## config.mk

```make
export PLATFORM = sky130hd
export DESIGN_NAME = adc_trigger_capture
export DESIGN_NICKNAME = d
export VERILOG_FILES = /design/src/rtl/adctc_pkg.sv /design/src/rtl/adctc_pulse_gen.sv /design/src/rtl/adctc_eoc_sync.sv /design/src/rtl/adctc_capture.sv /design/src/rtl/adc_trigger_capture.sv
export SDC_FILE = /design/constraint.sdc
export NUM_CORES = 1
export LEC_CHECK = 0
export ABC_AREA = 0
export ABC_CLOCK_PERIOD_IN_PS = 12800
export BUFFER_PORTS_ARGS = -buffer_cell sky130_fd_sc_hd__buf_2
export CORE_MARGIN = 1
export CORE_UTILIZATION = 35
export CTS_CLUSTER_DIAMETER = 120
export DETAILED_ROUTE_END_ITERATION = 12
export PLACE_DENSITY = 0.55
export SYNTH_ARGS = -nofsm -noshare
export SYNTH_HDL_FRONTEND = slang
export SYNTH_HIERARCHICAL = 1
export SYNTH_SLANG_ARGS = --single-unit
```

## constraint.sdc

```tcl
create_clock -name clk -period 12.8 [get_ports clk]
set_input_delay 2.56 -clock clk [delete_from_list [all_inputs] [get_ports clk]]
set_output_delay 2.56 -clock clk [all_outputs]
set_load 0.05 [all_outputs]
```

## src/rtl/adctc_pkg.sv

```systemverilog
// Shared widths and types for the conversion trigger and capture block.
package adctc_pkg;
    localparam int CNT_W  = 16;  // period / width counter width
    localparam int DATA_W = 14;  // converter result width

    typedef logic [CNT_W-1:0]  cnt_t;
    typedef logic [DATA_W-1:0] sample_t;
endpackage

```

## src/rtl/adctc_pulse_gen.sv

```systemverilog
// Periodic start-convert pulse generator.
// Legalises the requested period/width against the forbidden falling-edge
// band and the minimum low time, and latches the legal values once per
// period so a pulse never changes shape midway.
// Assumes period and width are quasi-static relative to the clock.
module adctc_pulse_gen
    import adctc_pkg::*;
#(
    parameter int WIN1_MAX = 11,
    parameter int WIN2_MIN = 16,
    parameter int MIN_LOW  = 3
) (
    input  logic clk,
    input  logic rst_n,
    input  logic enable,
    input  cnt_t period,
    input  cnt_t width,
    output logic start_conv,
    output logic config_error
);
    localparam cnt_t L_W1  = cnt_t'(WIN1_MAX);
    localparam cnt_t L_W2  = cnt_t'(WIN2_MIN);
    localparam cnt_t L_ML  = cnt_t'(MIN_LOW);
    localparam cnt_t L_PMN = cnt_t'(MIN_LOW + 1);

    cnt_t p_eff, w_a, w_b, w_eff;
    cnt_t p_lat, w_lat, cnt;
    logic err;

    // Legalise the requested settings.
    always_comb begin
        err   = 1'b0;
        p_eff = period;
        if (period < L_PMN) begin
            p_eff = L_PMN;
            err   = 1'b1;
        end
        w_a = width;
        if (width == '0) begin
            w_a = cnt_t'(1);
            err = 1'b1;
        end else if (width > L_W1 && width < L_W2) begin
            err = 1'b1;
            w_a = ((width - L_W1) <= (L_W2 - width)) ? L_W1 : L_W2;
        end
        w_b = w_a;
        if (w_a > p_eff - L_ML) begin
            w_b = p_eff - L_ML;
            err = 1'b1;
        end
        w_eff = (w_b > L_W1 && w_b < L_W2) ? L_W1 : w_b;
    end

    // Phase counter, per-period latch of the settings and the pulse register.
    always_ff @(posedge clk) begin
        if (!rst_n) begin
            cnt        <= '0;
            p_lat      <= L_PMN;
            w_lat      <= cnt_t'(1);
            start_conv <= 1'b0;
        end else if (!enable) begin
            cnt        <= '0;
            p_lat      <= p_eff;
            w_lat      <= w_eff;
            start_conv <= 1'b0;
        end else begin
            start_conv <= (cnt < w_lat);
            if (cnt >= p_lat - cnt_t'(1)) begin
                cnt   <= '0;
                p_lat <= p_eff;
                w_lat <= w_eff;
            end else begin
                cnt <= cnt + cnt_t'(1);
            end
        end
    end

    // Registered configuration error flag.
    always_ff @(posedge clk) begin
        if (!rst_n) config_error <= 1'b0;
        else        config_error <= err;
    end
endmodule

```

## src/rtl/adctc_eoc_sync.sv

```systemverilog
// Synchronizer and falling-edge detector for the converter busy flag.
// The last stage is the edge reference: busy is high until the fall is
// consumed. Assumes eoc is asynchronous and glitch-free.
module adctc_eoc_sync #(
    parameter int SYNC_STAGES = 2
) (
    input  logic clk,
    input  logic rst_n,
    input  logic eoc,
    output logic eoc_fall,
    output logic eoc_busy
);
    logic [SYNC_STAGES:0] sh;

    // Shift the flag through the synchronizer plus one edge-reference stage.
    always_ff @(posedge clk) begin
        if (!rst_n) sh <= '0;
        else        sh <= {sh[SYNC_STAGES-1:0], eoc};
    end

    assign eoc_fall = sh[SYNC_STAGES] & ~sh[SYNC_STAGES-1];
    assign eoc_busy = sh[SYNC_STAGES];
endmodule

```

## src/rtl/adctc_capture.sv

```systemverilog
// Latches the result word on a synchronized EOC fall, converts it to two's
// complement and tags samples spoiled by a restart of a busy converter.
// Assumes adc_data is stable for several cycles after EOC falls.
module adctc_capture
    import adctc_pkg::*;
(
    input  logic    clk,
    input  logic    rst_n,
    input  logic    start_conv,
    input  logic    eoc_fall,
    input  logic    eoc_busy,
    input  sample_t adc_data,
    output logic    out_valid,
    output sample_t out_raw,
    output sample_t out_twos,
    output logic    out_bad
);
    logic       start_d;
    logic [1:0] bad_left;
    logic       start_rise;

    assign start_rise = start_conv & ~start_d;

    // Remember the previous start level for edge detection.
    always_ff @(posedge clk) begin
        if (!rst_n) start_d <= 1'b0;
        else        start_d <= start_conv;
    end

    // Count how many upcoming captures must be tagged invalid.
    always_ff @(posedge clk) begin
        if (!rst_n)                             bad_left <= 2'd0;
        else if (start_rise && eoc_busy)        bad_left <= 2'd2;
        else if (eoc_fall && bad_left != 2'd0)  bad_left <= bad_left - 2'd1;
    end

    // Capture the sample and present it for one cycle.
    always_ff @(posedge clk) begin
        if (!rst_n) begin
            out_valid <= 1'b0;
            out_raw   <= '0;
            out_twos  <= '0;
            out_bad   <= 1'b0;
        end else begin
            out_valid <= eoc_fall;
            out_bad   <= eoc_fall && (bad_left != 2'd0);
            if (eoc_fall) begin
                out_raw  <= adc_data;
                out_twos <= {~adc_data[DATA_W-1], adc_data[DATA_W-2:0]};
            end
        end
    end
endmodule

```

## src/rtl/adc_trigger_capture.sv

```systemverilog
// Top level: periodic start-convert generation plus result capture for a
// sampling converter with a parallel offset-binary output.
// Assumes the converter asserts eoc during conversion and drives stable
// data before eoc falls.
module adc_trigger_capture
    import adctc_pkg::*;
#(
    parameter int WIN1_MAX    = 11,
    parameter int WIN2_MIN    = 16,
    parameter int MIN_LOW     = 3,
    parameter int SYNC_STAGES = 2
) (
    input  logic              clk,
    input  logic              rst_n,
    input  logic              enable,
    input  logic [CNT_W-1:0]  period,
    input  logic [CNT_W-1:0]  width,
    input  logic              eoc,
    input  logic [DATA_W-1:0] adc_data,
    output logic              start_conv,
    output logic              out_valid,
    output logic [DATA_W-1:0] out_raw,
    output logic [DATA_W-1:0] out_twos,
    output logic              out_bad,
    output logic              config_error
);
    logic eoc_fall, eoc_busy;

    adctc_pulse_gen #(
        .WIN1_MAX(WIN1_MAX), .WIN2_MIN(WIN2_MIN), .MIN_LOW(MIN_LOW)
    ) u_pulse (
        .clk(clk), .rst_n(rst_n), .enable(enable),
        .period(period), .width(width),
        .start_conv(start_conv), .config_error(config_error)
    );

    adctc_eoc_sync #(.SYNC_STAGES(SYNC_STAGES)) u_sync (
        .clk(clk), .rst_n(rst_n), .eoc(eoc),
        .eoc_fall(eoc_fall), .eoc_busy(eoc_busy)
    );

    adctc_capture u_cap (
        .clk(clk), .rst_n(rst_n), .start_conv(start_conv),
        .eoc_fall(eoc_fall), .eoc_busy(eoc_busy), .adc_data(adc_data),
        .out_valid(out_valid), .out_raw(out_raw), .out_twos(out_twos),
        .out_bad(out_bad)
    );
endmodule

```

### Word-level counts from Yosys, hierarchy flattened

Index checks and enable logic that the tools add are counted.

* register bits: 86
* input bits: 50
* output and inout bits: 32
* logic and storage cells: 62

* add/sub/neg operators: 6
* $lt $le $gt $ge: 9
* eq/ne operators: 1
* muxes and demuxes: 16
* bitwise logic cells: 7
* reduce and logical (&&, ||, !) cells: 10

Operators with widths (count)
* $mux W16: 9
* $gt A16 B4 Y1 const B: 2
* $lt A16 B5 Y1 const B: 2
* $add A16 B1 Y16 const B: 1
* $ge A16 B16 Y1: 1
* $gt A16 B16 Y1: 1
* $le A16 B16 Y1: 1
* $logic_not A16 Y1: 1
* $lt A16 B16 Y1: 1
* $lt A16 B3 Y1 const B: 1
* $sub A16 B1 Y16 const B: 1
* $sub A16 B2 Y16 const B: 1
* $sub A16 B4 Y16 const B: 1
* $sub A5 B16 Y16 const A: 1
* $mux W5: 1
* $not A1 Y1: 5
* $logic_and A1 B1 Y1: 4
* $mux W1: 4
* $mux W2: 2
* $reduce_bool A2 Y1: 2
* $reduce_or A3 Y1: 1
* $and A1 B1 Y1: 2
* $ne A2 B1 Y1 const B: 1
* $reduce_and A2 Y1: 1
* 2 further kinds: 2

### Logic depth before layout (Yosys ltp)

* depth after elaboration: 12
* mapped depth: 25
* mapped depth without buffers: 21

### By module

Netlist, hierarchy kept.

Modules (own cells, without submodules)
* adctc_pulse_gen: times used 1, cells each 635, area each 4798.4 um2, sequential area each 1001.0 um2
* adctc_capture: times used 1, cells each 78, area each 859.6 um2, sequential area each 400.4 um2
* adctc_eoc_sync: times used 1, cells each 7, area each 88.8 um2, sequential area each 60.1 um2

### Worst setup path after synthesis

OpenSTA, ideal clock, no wires.

* path kind: in2reg
* start point: input port width[3]
* end point: register u_pulse.w_lat[1]
* setup time: 122 ps
* arrival: 7508 ps
* data required time: 12678 ps
* slack: 5171 ps
* cell stages on the path: 20
* buffers on the path: 2
* cell sequence: clkbuf_1 -> or4_1 -> clkbuf_1 -> a21oi_1 -> nand3_1 -> nor3_1 -> xor2_1 -> ha_1 -> a21o_1 -> a21oi_1 -> o2111ai_1 -> or4b_2 -> a21bo_2 -> ha_1 -> nor2b_1 -> o21ai_0 -> a21boi_0 -> o31ai_1 -> mux2_2 -> o311a_1

* word-level cells in the longest chain between the ends: 12
* elaborated cells on any way between the ends: 18
* classes of those cells: add/sub (2); order compare (6); mux (7); reduce/logical (3)

RTL lines
* from (decl): line adc_trigger_capture.sv:17 `input logic [CNT_W-1:0] width,`
* $sub A16 B4 Y16 / $sub A5 B16 Y16 (equally long branches): line adctc_pulse_gen.sv:44 `w_a = ((width - L_W1) <= (L_W2 - width)) ? L_W1 : L_W2;`
* $le A16 B16 Y1: line adctc_pulse_gen.sv:44
* $mux W5: line adctc_pulse_gen.sv:44
* $mux W16: line adctc_pulse_gen.sv:42 `end else if (width > L_W1 && width < L_W2) begin`
* $mux W16 (*): line adctc_pulse_gen.sv:39 `if (width == '0) begin`
* $gt A16 B16 Y1: line adctc_pulse_gen.sv:47 `if (w_a > p_eff - L_ML) begin`
* $mux W16 (*): line adctc_pulse_gen.sv:47
* $gt A16 B4 Y1 / $lt A16 B5 Y1 (equally long branches): line adctc_pulse_gen.sv:51 `w_eff = (w_b > L_W1 && w_b < L_W2) ? L_W1 : w_b;`
* $logic_and A1 B1 Y1: line adctc_pulse_gen.sv:51
* $mux W16 (*): line adctc_pulse_gen.sv:51
* $mux W16: line adctc_pulse_gen.sv:68 `if (cnt >= p_lat - cnt_t'(1)) begin`
* $mux W16 (*): line adctc_pulse_gen.sv:61 `end else if (!enable) begin`
* to (signal assigned): line adctc_pulse_gen.sv:59 `w_lat <= cnt_t'(1);`
* to (signal assigned): line adctc_pulse_gen.sv:64 `w_lat <= w_eff;`
* to (signal assigned): line adctc_pulse_gen.sv:71 `w_lat <= w_eff;`
* to (decl): line adctc_pulse_gen.sv:27 `cnt_t p_lat, w_lat, cnt;`

Mark *: on every way between the ends. The rest lies on a longest branch, timed or not. The select of a mux whose other input is x is not followed.
A chain may end at the register's enable or synchronous reset.

### Worst setup path in the final report

* start point: input port width[3]
* end point: register u_pulse.w_lat[2]

Same word-level chain as after synthesis.

==> summary.md <==
## Outcome
- complete, no violations — run status

## Yosys
- 6 — count of warnings emitted by yosys
- 835 — net count after synthesis
- 73 — flip-flop and latch count after synthesis
- 25.43% — sequential fraction of the synthesis area
- 720 — number of instances in the synthesized netlist
- 0% — fraction of registers with async set or reset after synthesis
- dfxtp_1 — main flop type after synthesis
- 0.005747 mm2 — Post-Syn Area
- 0 — number of synthesized flops with an enable pin
- 62 — distinct cell type count of the synthesized netlist
- 7.982 um2 — mean instance size in the synthesized netlist

## Setup path
- u_pulse/cnt[15] — FF-to-FF End
- in2reg — type of the worst setup path
- u_pulse/w_lat[2] — destination of the critical timing path
- buf_2 -> or4_1 -> a21oi_1 -> nand3_1 -> nor2_1 -> nand2_1 -> nor2_1 -> xor2_1 -> ha_1 -> nand4_1 -> nor3_1 -> o41ai_1 -> or4b_2 -> a21boi_0 -> ha_1 -> nand4_1 -> nor3_1 -> a21boi_0 -> o31a_1 -> o221ai_1 -> a211oi_1 — cells traversed along the worst timing path
- width[3] — Worst Setup SP
- 13 — worst reg-to-reg path cell count
- flop — type of destination of the critical path
- 26 — maximum fanout encountered on the critical timing path
- 1 — worst path bufs/invs
- u_pulse/p_lat[2] — Reg-to-Reg Start
- o31a_1 — slowest stage cell, crit path
- 13.04 ns — Worst EP required
- 21 — Critical Path Stages
- input port — crit path launch type
- simple AND/OR/NAND/NOR gates — Top delay family on crit path
- 0.74 ns — max incr delay on CP
- 8.09 ns — signal arrival time at the worst endpoint
- 8.73 ns — flop2flop setup slack

## Run
- 0 — reported max-cap violation count

## Floorplanning
- 130.1 um — die width
- 130.1 um — die height
- 0.01594 mm2 — standard cell core area
- 0.01694 mm2 — floorplan die area
- 36.05% — Initial Utilization
- 46 — number of rows in the core area
- 82 — number of top-level pins

## Placed design
- 0.006122 mm2 — Placement Cell Area
- 11700 um — total half-perimeter wirelength after legalization and detailed placement
- 0.9087 — routability congestion estimate
- 81 — number of buffer cells added on primary ports

## STA
- 127.5 MHz — maximum clock frequency
- 7.846 ns — time the worst path needs with I/O delays and setup
- 0 — number of pins with negative max-slew slack in the final report
- 61.30% — final critical-path share of the clock period
- 1.130 ns — slew of the pin with the lowest slew margin
- 0 — Final setup violation count
- 24.47% — Max transition margin
- 0 — final count of hold timing violations
- false — RSZ-0062 raised after global routing
- 0 ns — Final TNS setup
- 0.009907 ns — largest clock skew in the final design

## Clocking
- clkbuf_16 — Root Buffer Master
- built — clock tree from TritonCTS
- 2 — buffer depth of the longest clock path
- 73 — Clock Sinks
- 0 — number of buffers inserted by post-CTS setup repair
- 0.06 ns — CTS clock-pin slew for the worst setup and hold paths
- 0.34 ns — Skew-Pair Late Insertion Delay
- 0 — cts-stage hold buffer count
- 3 — number of levels the H-tree was split into
- 0 — number of cells upsized or downsized after cts
- 9 — CTS Buf Count

## Pwr
- 101.1 mW/mm2 — power per unit of standard cell area
- 42.1% — clock network power share
- 0.6519 mW — Power Total
- 0.4607 mW — P_int
- 69.13 uV — peak supply drop
- 37.6% — portion of total power attributed to sequential cells
- 2.719 nW — Leak Pwr
- 20.3% — power share of the combinational group
- 29.33% — switching part of the total
- 0.1912 mW — switching power summed over all nets

## Global routing
- 0 — overall overflow remaining after global route
- 0 — initial antenna violation count
- 5041 — via count of the first global-routing pass
- 18.74% — overall routing resource usage
- 36 — maximum number of pins on one net before global-route repair
- 25140 um — global-route wire length before repair

## Cells and area
- 0.003857 mm2 — combined area of the multi-input logic cells
- 0.001461 mm2 — register area
- 866 — Final #Nets
- 1661 — fill cell total of the finished layout
- 0 — ANT cells
- 15.87% — share of post-route cells with drive strength above 1
- 0.006447 mm2 — final standard cell area without fillers
- 12.19% — Area growth syn-to-layout

## Drt
- 0 — antenna violation net count after detailed routing
- 5225 — vias after detailed routing
- 15.92 um — Avg WL per Cell
- 15480 um — aggregate routed wire length
- 0 — remaining design rule violation count
- 5 — length of the first detailed-routing pass in iterations
- 310 — Iter 0 DRT Violations
- 5.376 — Avg Vias per Cell

## Hold path
- reg2reg — Hold Path Class

[per-layer routing]
metal	vias up	track usage, %	part of all wire [%]
li1	2614	-	-
met1	2445	25.01	48
met2	154	31.13	46
met3	12	3.731	5.4
met4	0	3.830	0.78
met5	-	0	0
[Yosys cell counts (9+ instances only)]
cell,instances,area (um2)
nand2_1,50,187.7
buf_4,14,105.1
xnor2_1,30,262.8
o221ai_1,11,96.34
nor4_1,9,56.30
a21o_1,13,97.59
a21oi_1,55,275.3
mux2i_1,14,140.1
nand4_1,11,68.82
xor2_1,28,245.2
and2_1,10,62.56
nor2b_1,22,137.6
ha_1,65,813.3
nand3_1,54,270.3
o21ai_0,30,150.1
inv_1,32,120.1
clkbuf_1,38,142.6
dfxtp_1,73,1461
nor3_1,19,95.09
nor2_1,44,165.2
[cells by family (layout without fill, tap and decap cells)]
family                     after synthesis  count (layout)  synth area share, %
xor gates and xnor gates                58              58                8.840
buffers and inverters                   94             130                7.446
muxes                                   17              17                3.091
AOI/OAI and AO/OA                      151             151                17.11
and+or+nand+nor                        262             262                23.93
DFF                                     73              73                25.43
adders and majority gates               65              65                14.15
[stage by stage]
step | setup WS, ns | instances | hold WS (ns) | util (%)
2_1_floorplan | 5.171 | 720 | 0.4118 | -
5_1_grt | 4.436 | 972 | 0.4514 | 40.44
3_5_place_dp | 4.681 | 956 | 0.4227 | 38.40
6_report | 4.954 | 972 | 0.4325 | 40.44
3_3_place_gp | 4.865 | 956 | 0.4216 | 38.40
4_1_cts | 5.017 | 972 | 0.4368 | 40.44
[power by group through the flow]
stage	combinational [mW]	sequential, mW	clock (mW)
after floorplan	0.0915	0.252	0
after global placement	0.128	0.250	0
after detailed placement	0.131	0.250	0
after CTS	0.132	0.245	0.282
after global routing	0.148	0.246	0.291
final	0.133	0.245	0.274
[how the worst min path moves through the flow]
stage | cells after the start | endpoint | slack (ns) | start
floorplan | 1 | u_sync/sh[1] | 0.41 | u_sync/sh[0]
global placement | 1 | u_sync/sh[1] | 0.42 | u_sync/sh[0]
detailed placement | 1 | u_sync/sh[1] | 0.42 | u_sync/sh[0]
CTS | 1 | u_sync/sh[1] | 0.44 | u_sync/sh[0]
global route | 1 | u_sync/sh[1] | 0.45 | u_sync/sh[0]
finish | 1 | u_sync/sh[1] | 0.43 | u_sync/sh[0]
[sequential cells by signal, summed over array words and instances (netlist names)]
signal                flops
u_cap/bad_left            2
u_cap/out_bad             1
u_cap/out_raw            14
u_cap/out_twos            1
u_cap/out_valid           1
u_cap/start_d             1
u_pulse/cnt              16
u_pulse/config_error      1
u_pulse/p_lat            16
u_pulse/start_conv        1
u_pulse/w_lat            16
u_sync/sh                 3
[area by class of cell]
| class | count | share of cell area [%] |
|---|---|---|
| clock buffers | 9 | 3.493 |
| flip-flops and latches | 73 | 22.67 |
| repair buffers | 82 | 6.404 |
| multi-input cells | 553 | 59.83 |
| well taps | 216 | 4.192 |
| inverters | 32 | 1.863 |
| clock inverters | 7 | 1.552 |
[cell usage in the layout (no fill, tap or decap), types with 6 or more instances in the layout]
cell type | synthesis | routed
a21oi_1 | 55 | 55
nand2b_1 | 6 | 6
ha_1 | 65 | 65
nand4_1 | 11 | 11
dfxtp_1 | 73 | 73
nor2_1 | 44 | 44
a21o_1 | 13 | 13
buf_2 | 4 | 81
clkbuf_16 | 0 | 9
nor2b_1 | 22 | 22
o21ai_0 | 30 | 30
mux2i_1 | 14 | 14
xnor2_1 | 30 | 30
and3_1 | 8 | 8
xor2_1 | 28 | 28
o221ai_1 | 11 | 11
and2_1 | 10 | 10
nand3_1 | 54 | 54
nor4_1 | 9 | 9
nand2_1 | 50 | 50
nor3_1 | 19 | 19
inv_1 | 32 | 32
Note: power is estimated with default switching activity, not from simulation.
